## src/rtl/vcin_pkg.sv

```systemverilog
package vcin_pkg;
    typedef enum logic [1:0] {
        VC_IDLE   = 2'd0,
        VC_ROUTE  = 2'd1,
        VC_VALLOC = 2'd2,
        VC_ACTIVE = 2'd3
    } vc_state_e;
endpackage

```

## src/rtl/vcin_fifo.sv

```systemverilog
module vcin_fifo #(
    parameter int W     = 10,
    parameter int DEPTH = 4
) (
    input  logic         clk,
    input  logic         rst_n,
    input  logic         push,
    input  logic [W-1:0] wdata,
    input  logic         pop,
    output logic [W-1:0] rdata,
    output logic         full,
    output logic         empty
);
    localparam int PTR_W = (DEPTH > 1) ? $clog2(DEPTH) : 1;
    localparam int CNT_W = $clog2(DEPTH + 1);
    localparam logic [PTR_W-1:0] LAST = PTR_W'(DEPTH - 1);

    typedef struct packed {
        logic [PTR_W-1:0] wr;
        logic [PTR_W-1:0] rd;
        logic [CNT_W-1:0] cnt;
    } fifo_st_t;

    fifo_st_t s_d, s_q;
    logic [W-1:0] mem_q [DEPTH];

    always_comb begin
        s_d = s_q;
        if (push) s_d.wr = (s_q.wr == LAST) ? '0 : s_q.wr + PTR_W'(1);
        if (pop)  s_d.rd = (s_q.rd == LAST) ? '0 : s_q.rd + PTR_W'(1);
        case ({push, pop})
            2'b10:   s_d.cnt = s_q.cnt + CNT_W'(1);
            2'b01:   s_d.cnt = s_q.cnt - CNT_W'(1);
            default: s_d.cnt = s_q.cnt;
        endcase
    end

    always_ff @(posedge clk) begin
        if (!rst_n) s_q <= '0;
        else        s_q <= s_d;
    end

    always_ff @(posedge clk) begin
        if (push) mem_q[s_q.wr] <= wdata;
    end

    assign rdata = mem_q[s_q.rd];
    assign full  = (s_q.cnt == CNT_W'(DEPTH));
    assign empty = (s_q.cnt == '0);

    // occupancy never exceeds the buffer depth
    a_r2_count_bound: assert property (@(posedge clk) disable iff (!rst_n)
        s_q.cnt <= CNT_W'(DEPTH));
    // a flit only leaves a channel that holds one
    a_r7_pop_nonempty: assert property (@(posedge clk) disable iff (!rst_n)
        pop |-> !empty);
endmodule

```

## src/rtl/vcin_vc_ctrl.sv

```systemverilog
module vcin_vc_ctrl
    import vcin_pkg::*;
#(
    parameter int PORT_W = 2,
    parameter int OVC_W  = 2
) (
    input  logic              clk,
    input  logic              rst_n,
    input  logic              front_valid,
    input  logic              front_head,
    input  logic              front_tail,
    input  logic              rc_take,
    input  logic [PORT_W-1:0] rc_port,
    input  logic              va_gnt,
    input  logic [OVC_W-1:0]  va_ovc,
    input  logic              sa_gnt,
    output logic              rc_want,
    output logic              va_req,
    output logic              sa_req,
    output logic              pop,
    output logic [PORT_W-1:0] port,
    output logic [OVC_W-1:0]  ovc
);
    typedef struct packed {
        vc_state_e         st;
        logic [PORT_W-1:0] port;
        logic [OVC_W-1:0]  ovc;
    } vc_rec_t;

    vc_rec_t s_d, s_q;

    assign rc_want = (s_q.st == VC_ROUTE);
    assign va_req  = (s_q.st == VC_VALLOC);
    assign sa_req  = (s_q.st == VC_ACTIVE) && front_valid;
    assign pop     = sa_req && sa_gnt;
    assign port    = s_q.port;
    assign ovc     = s_q.ovc;

    always_comb begin
        s_d = s_q;
        case (s_q.st)
            VC_IDLE:   if (front_valid && front_head) s_d.st = VC_ROUTE;
            VC_ROUTE:  if (rc_take) begin
                           s_d.port = rc_port;
                           s_d.st   = VC_VALLOC;
                       end
            VC_VALLOC: if (va_gnt) begin
                           s_d.ovc = va_ovc;
                           s_d.st  = VC_ACTIVE;
                       end
            VC_ACTIVE: if (pop && front_tail) s_d.st = VC_IDLE;
            default:   s_d.st = VC_IDLE;
        endcase
    end

    always_ff @(posedge clk) begin
        if (!rst_n) s_q <= '{st: VC_IDLE, port: '0, ovc: '0};
        else        s_q <= s_d;
    end

    // an ungranted VC request stays up with an unchanged port
    a_r5_va_held: assert property (@(posedge clk) disable iff (!rst_n)
        va_req && !va_gnt |=> va_req && $stable(s_q.port));
    // a VC request only starts after a route was accepted
    a_r4_route_first: assert property (@(posedge clk) disable iff (!rst_n)
        $rose(va_req) |-> $past(rc_take));
    // after the tail leaves the channel asks for nothing further
    a_r8_tail_release: assert property (@(posedge clk) disable iff (!rst_n)
        pop && front_tail |=> !sa_req && !va_req);
endmodule

```

## src/rtl/vcin_out_stage.sv

```systemverilog
module vcin_out_stage #(
    parameter int NUM_VC = 2,
    parameter int DATA_W = 8,
    parameter int PORT_W = 2,
    parameter int OVC_W  = 2
) (
    input  logic                     clk,
    input  logic                     rst_n,
    input  logic [NUM_VC-1:0]        pop,
    input  logic [NUM_VC*(DATA_W+2)-1:0] flits,
    input  logic [NUM_VC*PORT_W-1:0] ports,
    input  logic [NUM_VC*OVC_W-1:0]  ovcs,
    output logic                     out_valid,
    output logic                     out_head,
    output logic                     out_tail,
    output logic [DATA_W-1:0]        out_data,
    output logic [PORT_W-1:0]        out_port,
    output logic [OVC_W-1:0]         out_ovc
);
    localparam int FW = DATA_W + 2;

    typedef struct packed {
        logic              valid;
        logic              head;
        logic              tail;
        logic [DATA_W-1:0] data;
        logic [PORT_W-1:0] port;
        logic [OVC_W-1:0]  ovc;
    } out_reg_t;

    out_reg_t s_d, s_q;

    always_comb begin
        s_d = '0;
        for (int v = NUM_VC - 1; v >= 0; v--) begin
            if (pop[v]) begin
                s_d.valid = 1'b1;
                s_d.head  = flits[v*FW + FW - 1];
                s_d.tail  = flits[v*FW + FW - 2];
                s_d.data  = flits[v*FW +: DATA_W];
                s_d.port  = ports[v*PORT_W +: PORT_W];
                s_d.ovc   = ovcs[v*OVC_W +: OVC_W];
            end
        end
    end

    always_ff @(posedge clk) begin
        if (!rst_n) s_q <= '0;
        else        s_q <= s_d;
    end

    assign out_valid = s_q.valid;
    assign out_head  = s_q.head;
    assign out_tail  = s_q.tail;
    assign out_data  = s_q.data;
    assign out_port  = s_q.port;
    assign out_ovc   = s_q.ovc;
endmodule

```

## src/rtl/vc_input_unit.sv

```systemverilog
module vc_input_unit #(
    parameter int NUM_VC = 2,
    parameter int DEPTH  = 4,
    parameter int DATA_W = 8,
    parameter int PORT_W = 2,
    parameter int OVC_W  = 2,
    localparam int VC_W  = (NUM_VC > 1) ? $clog2(NUM_VC) : 1
) (
    input  logic                     clk,
    input  logic                     rst_n,
    input  logic                     in_valid,
    input  logic [VC_W-1:0]          in_vc,
    input  logic                     in_head,
    input  logic                     in_tail,
    input  logic [DATA_W-1:0]        in_data,
    output logic [NUM_VC-1:0]        in_full,
    output logic                     in_err,
    output logic                     rc_req_valid,
    output logic [VC_W-1:0]          rc_req_vc,
    output logic [DATA_W-1:0]        rc_req_hdr,
    input  logic                     rc_rsp_ready,
    input  logic [PORT_W-1:0]        rc_rsp_port,
    output logic [NUM_VC-1:0]        va_req,
    output logic [NUM_VC*PORT_W-1:0] va_port,
    input  logic [NUM_VC-1:0]        va_gnt,
    input  logic [OVC_W-1:0]         va_gnt_ovc,
    output logic [NUM_VC-1:0]        sa_req,
    input  logic [NUM_VC-1:0]        sa_gnt,
    output logic                     out_valid,
    output logic                     out_head,
    output logic                     out_tail,
    output logic [DATA_W-1:0]        out_data,
    output logic [PORT_W-1:0]        out_port,
    output logic [OVC_W-1:0]         out_ovc
);
    localparam int FW = DATA_W + 2;

    typedef struct packed {
        logic err;
    } top_st_t;

    top_st_t s_d, s_q;

    logic [NUM_VC-1:0]        push, pop, empty, rc_want, rc_take;
    logic [NUM_VC*FW-1:0]     front_flat;
    logic [NUM_VC*OVC_W-1:0]  ovc_flat;
    logic [VC_W-1:0]          rc_sel;

    for (genvar g = 0; g < NUM_VC; g++) begin : g_vc
        logic [FW-1:0] front;

        assign push[g] = in_valid && (in_vc == VC_W'(g)) && !in_full[g];
        assign front_flat[g*FW +: FW] = front;

        vcin_fifo #(.W(FW), .DEPTH(DEPTH)) u_buf (
            .clk   (clk),
            .rst_n (rst_n),
            .push  (push[g]),
            .wdata ({in_head, in_tail, in_data}),
            .pop   (pop[g]),
            .rdata (front),
            .full  (in_full[g]),
            .empty (empty[g])
        );

        vcin_vc_ctrl #(.PORT_W(PORT_W), .OVC_W(OVC_W)) u_ctrl (
            .clk         (clk),
            .rst_n       (rst_n),
            .front_valid (!empty[g]),
            .front_head  (front[FW-1]),
            .front_tail  (front[FW-2]),
            .rc_take     (rc_take[g]),
            .rc_port     (rc_rsp_port),
            .va_gnt      (va_gnt[g]),
            .va_ovc      (va_gnt_ovc),
            .sa_gnt      (sa_gnt[g]),
            .rc_want     (rc_want[g]),
            .va_req      (va_req[g]),
            .sa_req      (sa_req[g]),
            .pop         (pop[g]),
            .port        (va_port[g*PORT_W +: PORT_W]),
            .ovc         (ovc_flat[g*OVC_W +: OVC_W])
        );
    end

    // Shared route port: lowest-index channel in the routing phase wins.
    always_comb begin
        rc_sel     = '0;
        rc_req_hdr = '0;
        for (int v = NUM_VC - 1; v >= 0; v--) begin
            if (rc_want[v]) begin
                rc_sel     = VC_W'(v);
                rc_req_hdr = front_flat[v*FW +: DATA_W];
            end
        end
        for (int v = 0; v < NUM_VC; v++) begin
            rc_take[v] = rc_want[v] && rc_rsp_ready && (rc_sel == VC_W'(v));
        end
    end

    assign rc_req_valid = |rc_want;
    assign rc_req_vc    = rc_sel;

    always_comb begin
        s_d.err = in_valid && in_full[in_vc];
    end

    always_ff @(posedge clk) begin
        if (!rst_n) s_q <= '0;
        else        s_q <= s_d;
    end

    assign in_err = s_q.err;

    vcin_out_stage #(
        .NUM_VC(NUM_VC), .DATA_W(DATA_W), .PORT_W(PORT_W), .OVC_W(OVC_W)
    ) u_out (
        .clk       (clk),
        .rst_n     (rst_n),
        .pop       (pop),
        .flits     (front_flat),
        .ports     (va_port),
        .ovcs      (ovc_flat),
        .out_valid (out_valid),
        .out_head  (out_head),
        .out_tail  (out_tail),
        .out_data  (out_data),
        .out_port  (out_port),
        .out_ovc   (out_ovc)
    );

    // the error flag only follows a write aimed at a full channel
    a_r3_err_after_full: assert property (@(posedge clk) disable iff (!rst_n)
        in_err |-> $past(in_valid && in_full[in_vc]));
    // an outgoing flit follows an accepted switch grant
    a_r7_out_after_grant: assert property (@(posedge clk) disable iff (!rst_n)
        out_valid |-> $past(|(sa_gnt & sa_req)));
    // the switch grants at most one channel per cycle
    a_r7_one_grant: assert property (@(posedge clk) disable iff (!rst_n)
        $onehot0(sa_gnt));
endmodule

```

## config.mk

```make
export PLATFORM = sky130hd
export DESIGN_NAME = vc_input_unit
export DESIGN_NICKNAME = d
export VERILOG_FILES = /design/src/rtl/vcin_pkg.sv /design/src/rtl/vcin_fifo.sv /design/src/rtl/vcin_vc_ctrl.sv /design/src/rtl/vcin_out_stage.sv /design/src/rtl/vc_input_unit.sv
export SDC_FILE = /design/constraint.sdc
export NUM_CORES = 1
export LEC_CHECK = 0
export BUFFER_PORTS_ARGS = -buffer_cell sky130_fd_sc_hd__buf_2
export CAP_MARGIN = 30
export CORE_MARGIN = 5
export CORE_UTILIZATION = 43
export DETAILED_ROUTE_END_ITERATION = 7
export PLACE_DENSITY = 0.71
export SYNTH_ARGS = -nofsm -noshare
export SYNTH_HDL_FRONTEND = slang
export SYNTH_SLANG_ARGS = --single-unit
```

## constraint.sdc

```tcl
create_clock -name clk -period 3.1 [get_ports clk]
set_input_delay 0.31 -clock clk [delete_from_list [all_inputs] [get_ports clk]]
set_output_delay 0.31 -clock clk [all_outputs]
set_load 0.01 [all_outputs]
```

# Word level (Yosys, flattened, before mapping)

Memory sizes are Yosys's and may differ from the RTL's. A register that Yosys moved wholly into a read port is not among the register bits.
Index checks and enable logic that the tools add are counted.

Register bits after elaboration: 42
RAM bits: 80
Input port bits: 23
Output and inout bits: 36
Word-level logic and storage cells: 122
Memories kept: 2

$add $sub $neg: 8
Magnitude comparators: 1
Equal/unequal tests: 24
Multiplexer cells: 32
Bitwise operators: 2
Reductions and logical operators: 34

Memories:

| memory              | depth | bits a word | rd ports | clocked after memory_dff | write ports | line            | RTL |
|---|---|---|---|---|---|---|---|
| g_vc[0].u_buf.mem_q | 4     | 10          | 1        | 1                        | 1           | vcin_fifo.sv:25 | `logic [W-1:0] mem_q [DEPTH];` |
| g_vc[1].u_buf.mem_q | 4     | 10          | 1        | 1                        | 1           | vcin_fifo.sv:25 |  |

Operators with widths:

| kind                                                                          | count |
|---|---|
| 15-bit 2-to-1 mux                                                             | 2 |
| 2-bit 2-to-1 mux                                                              | 14 |
| 2-bit == test (second input constant)                                         | 10 |
| 1-bit logical AND                                                             | 17 |
| 8-bit 2-to-1 mux                                                              | 2 |
| 2-bit one-hot mux with 4 select lines                                         | 2 |
| 3-bit one-hot mux with 2 select lines                                         | 2 |
| 2-bit by 1-bit adder with 2-bit output (second input constant)                | 4 |
| 2-bit by 1-bit == test with 1-bit output (second input constant)              | 4 |
| 1-bit 2-to-1 mux                                                              | 8 |
| 4-bit 2-to-1 mux                                                              | 2 |
| 2-bit by 1-bit != test with 1-bit output (second input constant)              | 4 |
| 2-bit != test (second input constant)                                         | 4 |
| 2-bit AND reduction                                                           | 4 |
| 4-bit AND reduction                                                           | 2 |
| 3-bit by 1-bit adder with 3-bit output (second input constant)                | 2 |
| 3-bit == test (second input constant)                                         | 2 |
| 3-bit zero test                                                               | 2 |
| 3-bit by 1-bit subtractor with 3-bit output (second input constant)           | 2 |
| 1-bit zero test                                                               | 4 |
| 2-bit zero test                                                               | 2 |
| 2-bit nonzero test                                                            | 2 |
| 1-bit by 2-bit less-than comparator with 1-bit output (second input constant) | 1 |
| 1-bit inverter                                                                | 2 |
| 2-bit OR reduction                                                            | 1 |

# Logic depth before layout (Yosys ltp)

Gate-level depths: netlist (run 1).

Word-level depth: 7
Gate-level depth with buffers: 10
Gate-level depth less buffers: 9

# Hierarchy

From an unflattened synthesis (run 1), not the netlist that was laid out.

Cells, all modules: 359
Area total of the unflattened synthesis: 5261.3 sq um

By module, submodules not included:

| module         | instances | cells each | area each (sq um) | seq. area each (sq um) |
|---|---|---|---|---|
| vcin_fifo      | 2         | 99         | 1906.8            | 1381.3 |
| vcin_vc_ctrl   | 2         | 34         | 329.1             | 120.1 |
| vcin_out_stage | 1         | 66         | 603.1             | 300.3 |
| vc_input_unit  | 1         | 27         | 186.4             | 20.0 |

# Least setup slack after synthesis (run 1)

Ideal clock, no wire load.

Path kind: register to register
Start: register g_vc[1].u_buf.s_q[0] (netlist bit)
End: register g_vc[1].u_buf.s_q[2] (netlist bit)
Arrival: 2.246 ns
Setup slack: 0.779 ns
Cell stages (with the launch flop): 11
Period minus slack after synthesis: 2.321 ns
Cell sequence: dfxtp_1 -> or3b_1 -> and3_1 -> clkbuf_1 -> inv_1 -> ha_1 -> inv_1 -> fa_1 -> xor2_1 -> or3_1 -> a21boi_0

Word-level cells in the longest chain between the ends: 6
Elaborated cells between the ends (all ways): 13
Those cells by class: add/sub: 2; eq/ne: 3; mux: 1; reduce/logical: 7

RTL lines:

| item                                                                               | line                | RTL |
|---|---|---|
| start, declared                                                                    | vcin_fifo.sv:24     | `fifo_st_t s_d, s_q;` |
| start signal, assigned                                                             | vcin_fifo.sv:39     | `if (!rst_n) s_q <= '0;` |
| start signal, assigned                                                             | vcin_fifo.sv:40     | `else s_q <= s_d;` |
| 3-bit zero test                                                                    | vcin_fifo.sv:49     | `assign empty = (s_q.cnt == '0);` |
| 1-bit zero test                                                                    | vc_input_unit.sv:69 | `.front_valid (!empty[g]),` |
| 1-bit logical AND                                                                  | vcin_vc_ctrl.sv:34  | `assign sa_req = (s_q.st == VC_ACTIVE) && front_valid;` |
| 1-bit logical AND                                                                  | vcin_vc_ctrl.sv:35  | `assign pop = sa_req && sa_gnt;` |
| 2-bit by 1-bit == test with 1-bit output / 2-bit == test (equally long branches)   | vcin_fifo.sv:31     | `case ({push, pop})` |
| 3-bit one-hot mux with 2 select lines / 2-bit nonzero test (equally long branches) | n/a                 |  |

Several ways; a longest one is shown, not always the timed one.
A chain may end at the register's enable or synchronous reset.

==> results of run 1 <==
[critical path: cells and delay by family, from the launching register on]
kind            cells  cell delay, ns
compound gates      1            0.22
flops               1            0.80
buf+inv             1            0.14
mux                 1            0.67
[cell usage after synthesis (3+ instances only)]
master / count / area share (%)
a21boi_0: 10 / 1.4
a22o_1: 8 / 1.4
a22oi_1: 13 / 1.9
and2_1: 12 / 1.4
buf_4: 10 / 1.4
buf_6: 4 / 0.87
clkbuf_1: 7 / 0.51
dfxtp_1: 46 / 18
edfxtp_1: 80 / 46
ha_1: 12 / 2.9
inv_1: 16 / 1.2
mux2i_1: 9 / 1.7
mux4_2: 18 / 7.8
nand2_1: 17 / 1.2
nand2b_1: 3 / 0.36
nand3_1: 10 / 0.97
nor2_1: 11 / 0.80
nor2b_1: 23 / 2.8
o21ai_0: 6 / 0.58
or3_1: 3 / 0.36
[area by class of cell]
type | count | area share, %
multi-input cells | 181 | 26.56
flip-flops and latches | 126 | 54.39
repair buffers | 61 | 5.120
well taps | 147 | 3.010
clock buffers | 21 | 7.209
inverters | 16 | 0.9830
clock inverters | 11 | 2.724
[logic make-up (layout without fill, tap and decap cells)]
| logic type | Yosys count | in the layout | synth area share [%] |
|---|---|---|---|
| fa+ha+maj | 14 | 14 | 3.673 |
| buf+inv | 40 | 109 | 4.471 |
| flops | 126 | 126 | 64.19 |
| xor+xnor | 4 | 4 | 0.6768 |
| mux | 29 | 29 | 10.58 |
| simple gates | 90 | 90 | 9.618 |
| compound gates | 44 | 44 | 6.791 |
[power by group through the flow]
stage	Sequential [mW]	Combinational, mW	Clock [mW]
3_3_place_gp	1.87	0.179	0
2_1_floorplan	1.87	0.110	0
6_report	1.84	0.185	2.05
4_1_cts	1.84	0.186	2.07
3_5_place_dp	1.87	0.183	0
5_1_grt	1.84	0.207	2.16
[per-layer routing]
metal / track usage [%] / wire length, um / up-vias
li1: - / - / 1386
met1: 20.74 / 4607 / 1470
met2: 25.49 / 5165 / 112
met3: 5.796 / 815 / 15
met4: 5.225 / 137 / 2
met5: 0 / 12 / -
[metrics by stage]
stage	hold slack, ns	cell area (um^2)	power, mW	util (%)	setup slack, ns
final	0.1468	6110	4.071	51.29	0.5418
after global routing	0.1288	6110	4.213	51.29	0.3915
after CTS	0.1237	6110	4.097	51.29	0.4650
after detailed placement	0.4677	5503	2.057	46.20	0.6625
after global placement	0.4588	5503	2.049	46.20	0.7980
after floorplan	0.4089	5177	1.979	-	0.7787
[placed cells by master (no fill, tap or decap), types with 11 or more instances in the layout]
master / Yosys / final
edfxtp_1: 80 / 80
buf_2: 1 / 58
dfxtp_1: 46 / 46
nor2b_1: 23 / 23
mux4_2: 18 / 18
nand2_1: 17 / 17
clkbuf_16: 0 / 17
inv_1: 16 / 16
a22oi_1: 13 / 13
and2_1: 12 / 12
ha_1: 12 / 12
nor2_1: 11 / 11
[path summary, 6_finish.rpt]
kind | from | to | slack, ns
min reg2reg | g_vc[1].u_ctrl.ovc[0] | g_vc[1].u_ctrl.ovc[0] | 0.48
max reg2reg | g_vc[1].u_buf.s_q[0] | g_vc[1].u_buf.s_q[2] | 0.66
min | in_valid | in_err | 0.15
max | register | rc_req_hdr[1] | 0.54
[state kept, by name, summed over array words and instances, names as in the netlist, 2 cells and up, named ones only]
signal	flops
u_out.out_port	2
g_vc.u_buf.mem_q	80
g_vc.u_ctrl.s_q	2
u_out.out_data	8
g_vc.u_buf.s_q	14
g_vc.u_ctrl.port	4
g_vc.u_ctrl.ovc	4
u_out.out_ovc	2
==> impl_metrics.yaml, run 1 <==
place:
  hpwl_mm: 6.623
  place_congestion: 0.7587
  portBuffers: 58
  placed_cells: 531
grt:
  overflow: 0
  grt_max_degree: 43
  grtUsageTotal_pct: 16.11
  grt_pass1_vias: 3050
  grt_pass1_wl_mm: 16.92
  antenna_found_initial: 1
yosys:
  synth_edf_count: 80
  synth_ff_type: "edfxtp_1"
  synthCells: 347
  postSynthAreaPerCell_um2: 14.92
  synth-seq-cells: 126
  syn_nets: 384
  async_flop_share_pct: 0
  yosys_warnings: 0
  ys_seq_area_share_pct: 64.19
  syn_area_mm2: 0.005177
  synthDistinctLibCells: 39
clock_tree:
  ctsResizeCount: 0
  clk_pin_slew_ns: 0.05
  postCtsHoldBufs: 0
  clock-sinks: 126
  cts-root-buf: "clkbuf_16"
  cts_setup_buffers: 0
  cts_buffer_depth: 2
  cts_tree: "yes"
  clk_latency_ns: 0.41
  htreeDepth: 4
  cts_buffers: 17
layout:
  final-seq-area_mm2: 0.003323
  multi_input_area_mm2: 0.001623
  num-nets-final: 440
  synthToLayoutAreaGrowth_pct: 18.00
  layout.filler_cells: 968
  drive_above_1_share_pct: 26.68
  diodes: 0
  stdcell_count: 563
timing:
  min_period_ns: 2.558
  setup_tns_ns: 0
  rsz0062_at_grt: "false"
  fin_skew_ns: 0.008727
  drv_slew: 0
  fmax_mhz: 390.9
  worstMarginPinSlew_ns: 0.7623
  report.final.setup_viol: 0
  slew_headroom_pct: 49.02
  finalHoldViolCount: 0
  post-route-period-util_pct: 82.52
critical_path:
  cp-end-kind: "output port"
  crit_type: "register to output port"
  path_cells: "mux4_1 > a22o_1 > buf_2"
  cp_slowest_cell: "dfxtp_1"
  crit_fanout: 10
  r2r_cells: 9
  arrival_ns: 2.25
  slowest_delay_ns: 0.80
  critPathRequiredTime_ns: 2.79
  start_kind: "register"
worst_hold_path:
  worst_hold_path_type: "input pin to register"
  hold_depth: 3
route:
  routedWlPerCell_um: 19.07
  drt_iter0_drc: 233
  routed_via_density: 5.302
  routed_wl_mm: 10.74
  drc: 0
  ant_nets: 0
  vias: 2985
  firstDrtPassIters: 4
power_and_ir_drop:
  power_density_mw_per_mm2: 666.3
  seqPwrFrac_pct: 45.2
  p_leak_nw: 2.202
  combPwrFrac_pct: 4.5
  p_sw_uw: 835.7
  internal_power_mw: 3.235
  switching_share_pct: 20.53
  vdd_drop_max_v: 0.0004600
  pwr-share-clk_pct: 50.3
die:
  core_mm2: 0.01191
  fp.dieW_um: 119.7
  die_h_um: 119.7
  ios: 59
  initial_core_util_pct: 43.47
  die_area_mm2: 0.01434
  rows: 40
run:
  drv_cap: 0
status:
  status: "complete, no violations"
Power figures use the tool's default switching activity.
==> run 2: changes to the inputs <==
Settings changed: ABC_AREA set to 1.
Clock period 3.1 ns to 2.41 ns, I/O delays scaled along.
==> run 2 against run 1 <==
Net effect: register-to-register slack worse by 0.42 ns; setup slack worse by 0.38 ns; sequential share of layout area down 1.2 points; first-iteration DRC count up 73%; critical path depth up 2; utilization up 0.76 points; die area up 1.8%; routed wire length up 5.6%; clock power up 21%; synthesized cell count up 39%; sequential power up 29%; via count up 22%; critical path type unchanged; critical endpoint unchanged; largest cell class unchanged.
==> impl_metrics.yaml, run 2 <==
status:
  status: "complete, no violations"
yosys:
  yosys_warnings: 0
  synth.area.top_cells: "edfxtp_1 (45%), dfxtp_1 (17%), nor2_1 (4.8%)"
  synthCells: 481
  yosysMostFrequentCell: "edfxtp_1"
  synthTopCellsByCount: "edfxtp_1 (80), nor2_1 (67), nand2_1 (51)"
  synthDistinctLibCells: 38
  ys_seq_area_share_pct: 62.92
  synth-seq-cells: 126
  syn_nets: 518
  synth_ff_type: "edfxtp_1"
  postSynthAreaPerCell_um2: 10.98
  async_flop_share_pct: 0
  synth_edf_count: 80
  synth.top_cell.area_share_pct: 45.49
  yosysTopAreaCell: "edfxtp_1"
  syn_area_mm2: 0.005281
clock_tree:
  htreeDepth: 4
  cts-root-buf: "clkbuf_16"
  cts_buffer_depth: 2
  clk_pin_slew_ns: 0.06
  postCtsHoldBufs: 0
  cts_tree: "yes"
  clock-sinks: 126
  clk_latency_ns: 0.41
  cts_buffers: 17
timing:
  fin_skew_ns: 0.007587
  rsz0062_at_grt: "false"
  post-route-period-util_pct: 93.08
  worstMarginPinSlew_ns: 0.5792
  drv_slew: 0
  slew_headroom_pct: 61.35
  finalHoldViolCount: 0
  fmax_mhz: 445.8
  report.final.setup_viol: 0
  min_period_ns: 2.243
  setup_tns_ns: 0
die:
  fp.dieW_um: 120.8
  core_mm2: 0.01201
  rows: 40
  die_h_um: 120.8
  initial_core_util_pct: 43.97
  ios: 59
  die_area_mm2: 0.01460
critical_path:
  cp-end-kind: "output port"
  crit_fanout: 20
  start_kind: "register"
  arrival_ns: 2.00
  critPathRequiredTime_ns: 2.17
  crit_type: "register to output port"
power_and_ir_drop:
  power_density_mw_per_mm2: 822.4
  p_leak_nw: 2.433
  vdd_drop_max_v: 0.0005336
grt:
  grt_use_met3_pct: 4.256
  grt_max_degree: 28
  grt_pass1_vias: 3710
  grt_util_met2_pct: 27.41
  antenna_found_initial: 0
  grtUsageTotal_pct: 16.68
  top_usage_layer: "met2"
  met1_usage_pct: 20.27
  grt_pass1_wl_mm: 18.64
  overflow: 0
route:
  routed_via_density: 5.188
  routed_wl_mm: 11.34
  drt_iter0_drc: 404
  drc: 0
  vias: 3647
  routedWlPerCell_um: 16.12
  firstDrtPassIters: 4
  ant_nets: 0
worst_hold_path:
  worst_hold_path_type: "input pin to register"
layout:
  num-nets-final: 580
  largest_reg_flops: 80
  post-route-cell-area_mm2: 0.006252
  drive_above_1_share_pct: 24.46
  final-seq-area_mm2: 0.003323
  diodes: 0
  multi_input_area_mm2: 0.001630
  most-common-layout-cells: "edfxtp_1 (80), nor2_1 (67), buf_2 (58)"
  top_register: "g_vc.u_buf.mem_q"
  final_common_cell: "edfxtp_1"
  layout.filler_cells: 1015
  synthToLayoutAreaGrowth_pct: 18.38
place:
  place_congestion: 0.7816
  portBuffers: 58
  place_area_mm2: 0.005668
  hpwl_mm: 7.663
run:
  drv_cap: 0
## run 2: changes by cell type in the layout (fill, tap and decap cells not counted), moves of 16 or more
cell,change
nor2b_1,-23
nor2_1,+56
nand2_1,+34
inv_1,+16
o22ai_1,+16
o21ai_0,+42
mux4_2,-18
a21oi_1,+24
## run 2: logic make-up (layout without fill, tap and decap cells)
kind of cell               Yosys count  after routing  synth area share (%)
buffers and inverters               66            141                 6.302
adders and majority gates           14             14                 3.601
AOI/OAI and AO/OA                  120            120                 14.03
DFF                                126            126                 62.92
and+or+nand+nor                    155            155                 13.15
## run 2: routing by layer
metal  vias up  share of wire, %
met2       106                50
met3        24               5.5
met4         0               2.3
li1       1789                 -
met5         -                 0
met1      1728                42
## run 2: final cells by class
class	count	area share (%)
tap	147	2.942
inverter	38	2.361
clock buffer	18	7.024
multi-input combinational	289	26.08
clock inverter	14	2.241
sequential	126	53.15
timing repair buffer	71	6.204
## run 2: metrics by stage
| step | power [mW] | hold slack [ns] | setup WS, ns | util, % | cells |
|---|---|---|---|---|---|
| after floorplan | 2.586 | 0.3399 | 0.3978 | - | 481 |
| after global placement | 2.688 | 0.4514 | 0.4521 | 47.19 | 671 |
| after detailed placement | 2.704 | 0.4562 | 0.2452 | 47.19 | 671 |
| after CTS | 5.178 | 0.09710 | 0.1414 | 52.01 | 703 |
| after global routing | 5.320 | 0.1062 | 0.01383 | 52.05 | 703 |
| final | 5.142 | 0.1150 | 0.1667 | 52.05 | 703 |
## run 2: timing repair
item | in CTS | in global routing
resized for setup | 0 | 1
endpoints found under the setup margin | 0 | 8
setup buffers | 0 | 0
## run 2: report_power, final
part	switching (mW)	internal [mW]
Combinational	0.193	0.0979
Clock	0.930	1.55
Sequential	0.0257	2.35
## run 2: worst paths after layout
check                           slack, ns                      to                   from  cells after the start
worst min-delay path                 0.12  g_vc[0].u_ctrl.port[0]         rc_rsp_port[0]                      3
worst max-delay path                 0.17           rc_req_hdr[1]               register                      5
worst max register to register       0.24    g_vc[0].u_buf.s_q[2]   g_vc[0].u_buf.s_q[1]                     10
worst min register to register       0.47   g_vc[1].u_ctrl.ovc[1]  g_vc[1].u_ctrl.ovc[1]                      2
## run 2: critical path, stage by stage (launching register included)
cell,delay (ns)
dfxtp_1,0.31
inv_1,0.43
o21ai_0,0.18
o22ai_1,0.37
a22o_1,0.19
buf_2,0.13
==> run 3: changes to the inputs <==
Settings changed: CAP_MARGIN 30 to not set, CELL_PAD_IN_SITES_DETAIL_PLACEMENT set to 1, CELL_PAD_IN_SITES_GLOBAL_PLACEMENT set to 2, CORE_UTILIZATION 43 to 38, PLACE_DENSITY 0.71 to 0.87.
==> run 3 against run 2 <==
Net effect: critical path depth unchanged; utilization down 6.0 points; sequential share of layout area is 0.80 points lower; clock-buffer cell count stayed put; design area up 1.5%; die area rose by 12%; largest power group unchanged; highest routed layer unchanged.
==> impl_metrics.yaml, run 3 (synthesis results as in run 2) <==
route:
  drt_iter0_drc: 202
  routed_wl_mm: 13.23
  ant_nets: 0
  highest_layer: "met4"
  firstDrtPassIters: 4
  vias: 3747
  routedWlPerCell_um: 17.98
  route.met3.wl_um: 591
  met2_length_mm: 6.998
  routed_via_density: 5.091
  drt-met1-wl_mm: 5.528
  drc: 0
worst_hold_path:
  worst_hold_path_type: "input pin to register"
clock_tree:
  clk_pin_slew_ns: 0.06
  cts_setup_buffers: 0
  cts_buffers: 17
  cts_buffer_depth: 2
  cts-root-buf: "clkbuf_16"
  htreeDepth: 4
  ctsResizeCount: 0
  postCtsHoldBufs: 0
  clk_latency_ns: 0.42
  cts_tree: "yes"
  clock-sinks: 126
critical_path:
  slowest_delay_ns: 0.42
  crit_fanout: 11
  crit_type: "register to output port"
  start_kind: "register"
  critPathRequiredTime_ns: 2.17
  cp-end-kind: "output port"
  path_cells: "inv_1 > o21ai_0 > o22ai_1 > a22o_1 > buf_2"
  arrival_ns: 1.98
  cp_slowest_cell: "dfxtp_1"
layout:
  drive_above_1_share_pct: 24.64
  post-route-cell-area_mm2: 0.006347
  top_register: "g_vc.u_buf.mem_q"
  layout.filler_cells: 1518
  num-nets-final: 580
  largest_reg_flops: 80
  synthToLayoutAreaGrowth_pct: 20.18
  final_common_cell: "edfxtp_1"
  diodes: 0
  most-common-layout-cells: "edfxtp_1 (80), nor2_1 (67), buf_2 (58)"
timing:
  slew_headroom_pct: 61.41
  setup_tns_ns: 0
  worstMarginPinSlew_ns: 0.5782
  min_period_ns: 2.222
  fmax_mhz: 450.0
  rsz0062_at_grt: "false"
  finalHoldViolCount: 0
  fin_skew_ns: 0.009733
  report.final.setup_viol: 0
  drv_slew: 0
  post-route-period-util_pct: 92.21
place:
  portBuffers: 58
  place_area_mm2: 0.005709
  place_congestion: 0.7740
  hpwl_mm: 8.852
power_and_ir_drop:
  fin_total_pwr_mw: 5.385
  seqPwrFrac_pct: 44.1
  vdd_drop_max_v: 0.0004158
  combPwrFrac_pct: 5.6
  switching_share_pct: 21.94
  pwr-share-clk_pct: 50.3
  internal_power_mw: 4.204
  power_density_mw_per_mm2: 848.4
  p_leak_nw: 2.453
  p_sw_mw: 1.182
grt:
  grt_pass1_wl_mm: 21.37
  grtUsageTotal_pct: 17.07
  grt_max_degree: 27
  overflow: 0
  antenna_found_initial: 0
  grt_pass1_vias: 4070
die:
  rows: 43
  core_mm2: 0.01377
  die_area_mm2: 0.01636
  ios: 59
  fp.dieW_um: 127.9
  die_h_um: 127.9
  initial_core_util_pct: 38.34
status:
  status: "complete, no violations"
run:
  drv_cap: 0
## run 3: changes by cell type in the layout (fill, tap and decap cells not counted), sizes merged
cell,delta
bufinv,+2
clkinvlp,+1
inv,-3
## run 3: per-layer routing
layer,up-vias,global-route usage (%)
met5,-,0
met3,10,4.792
met1,1876,20.28
met4,0,4.682
li1,1801,-
met2,60,30.25
## run 3: stage by stage
step	utilization, %	setup slack, ns	cells	hold WS (ns)
floorplan	-	0.3978	481	0.3399
global placement	41.45	0.4296	704	0.4522
detailed placement	41.45	0.2830	704	0.4634
CTS	46.02	0.09121	736	0.07991
global route	46.08	0.01503	736	0.08503
finish	46.08	0.1876	736	0.09799
## run 3: worst paths after layout
path	startpoint	to	slack, ns	depth (start not counted)
worst min register to register	g_vc[0].u_ctrl.ovc[1]	g_vc[0].u_ctrl.ovc[1]	0.47	2
worst max register to register	g_vc[0].u_buf.s_q[1]	g_vc[0].u_buf.s_q[2]	0.21	10
worst min-delay path	rc_rsp_port[0]	g_vc[0].u_ctrl.port[0]	0.1	3
worst max-delay path	register	rc_req_hdr[1]	0.19	5
## run 3: critical path, delay by kind of cell, from the launching register on
kind | cells | cell delay (ns)
flip-flops | 1 | 0.42
buffers and inverters | 2 | 0.42
AO/OA/AOI/OAI | 3 | 0.73
## run 3: final cells by class
| cell class | count | area (um^2) | area share [%] |
|---|---|---|---|
| Clock buffer | 18 | 439.2 | 6.919 |
| Clock inverter | 14 | 190.2 | 2.996 |
| Inverter | 38 | 151.4 | 2.385 |
| Multi-Input combinational cell | 289 | 1630 | 25.68 |
| Sequential cell | 126 | 3323 | 52.36 |
| Tap cell | 180 | 225.2 | 3.548 |
| Timing Repair Buffer | 71 | 387.9 | 6.111 |
## run 3: power by group through the flow
| stage | logic (mW) | registers, mW | clock network [mW] |
|---|---|---|---|
| after floorplan | 0.174 | 2.41 | 0 |
| after global placement | 0.281 | 2.41 | 0 |
| after detailed placement | 0.298 | 2.42 | 0 |
| after CTS | 0.304 | 2.37 | 2.75 |
| after global routing | 0.336 | 2.38 | 2.87 |
| final | 0.302 | 2.37 | 2.71 |
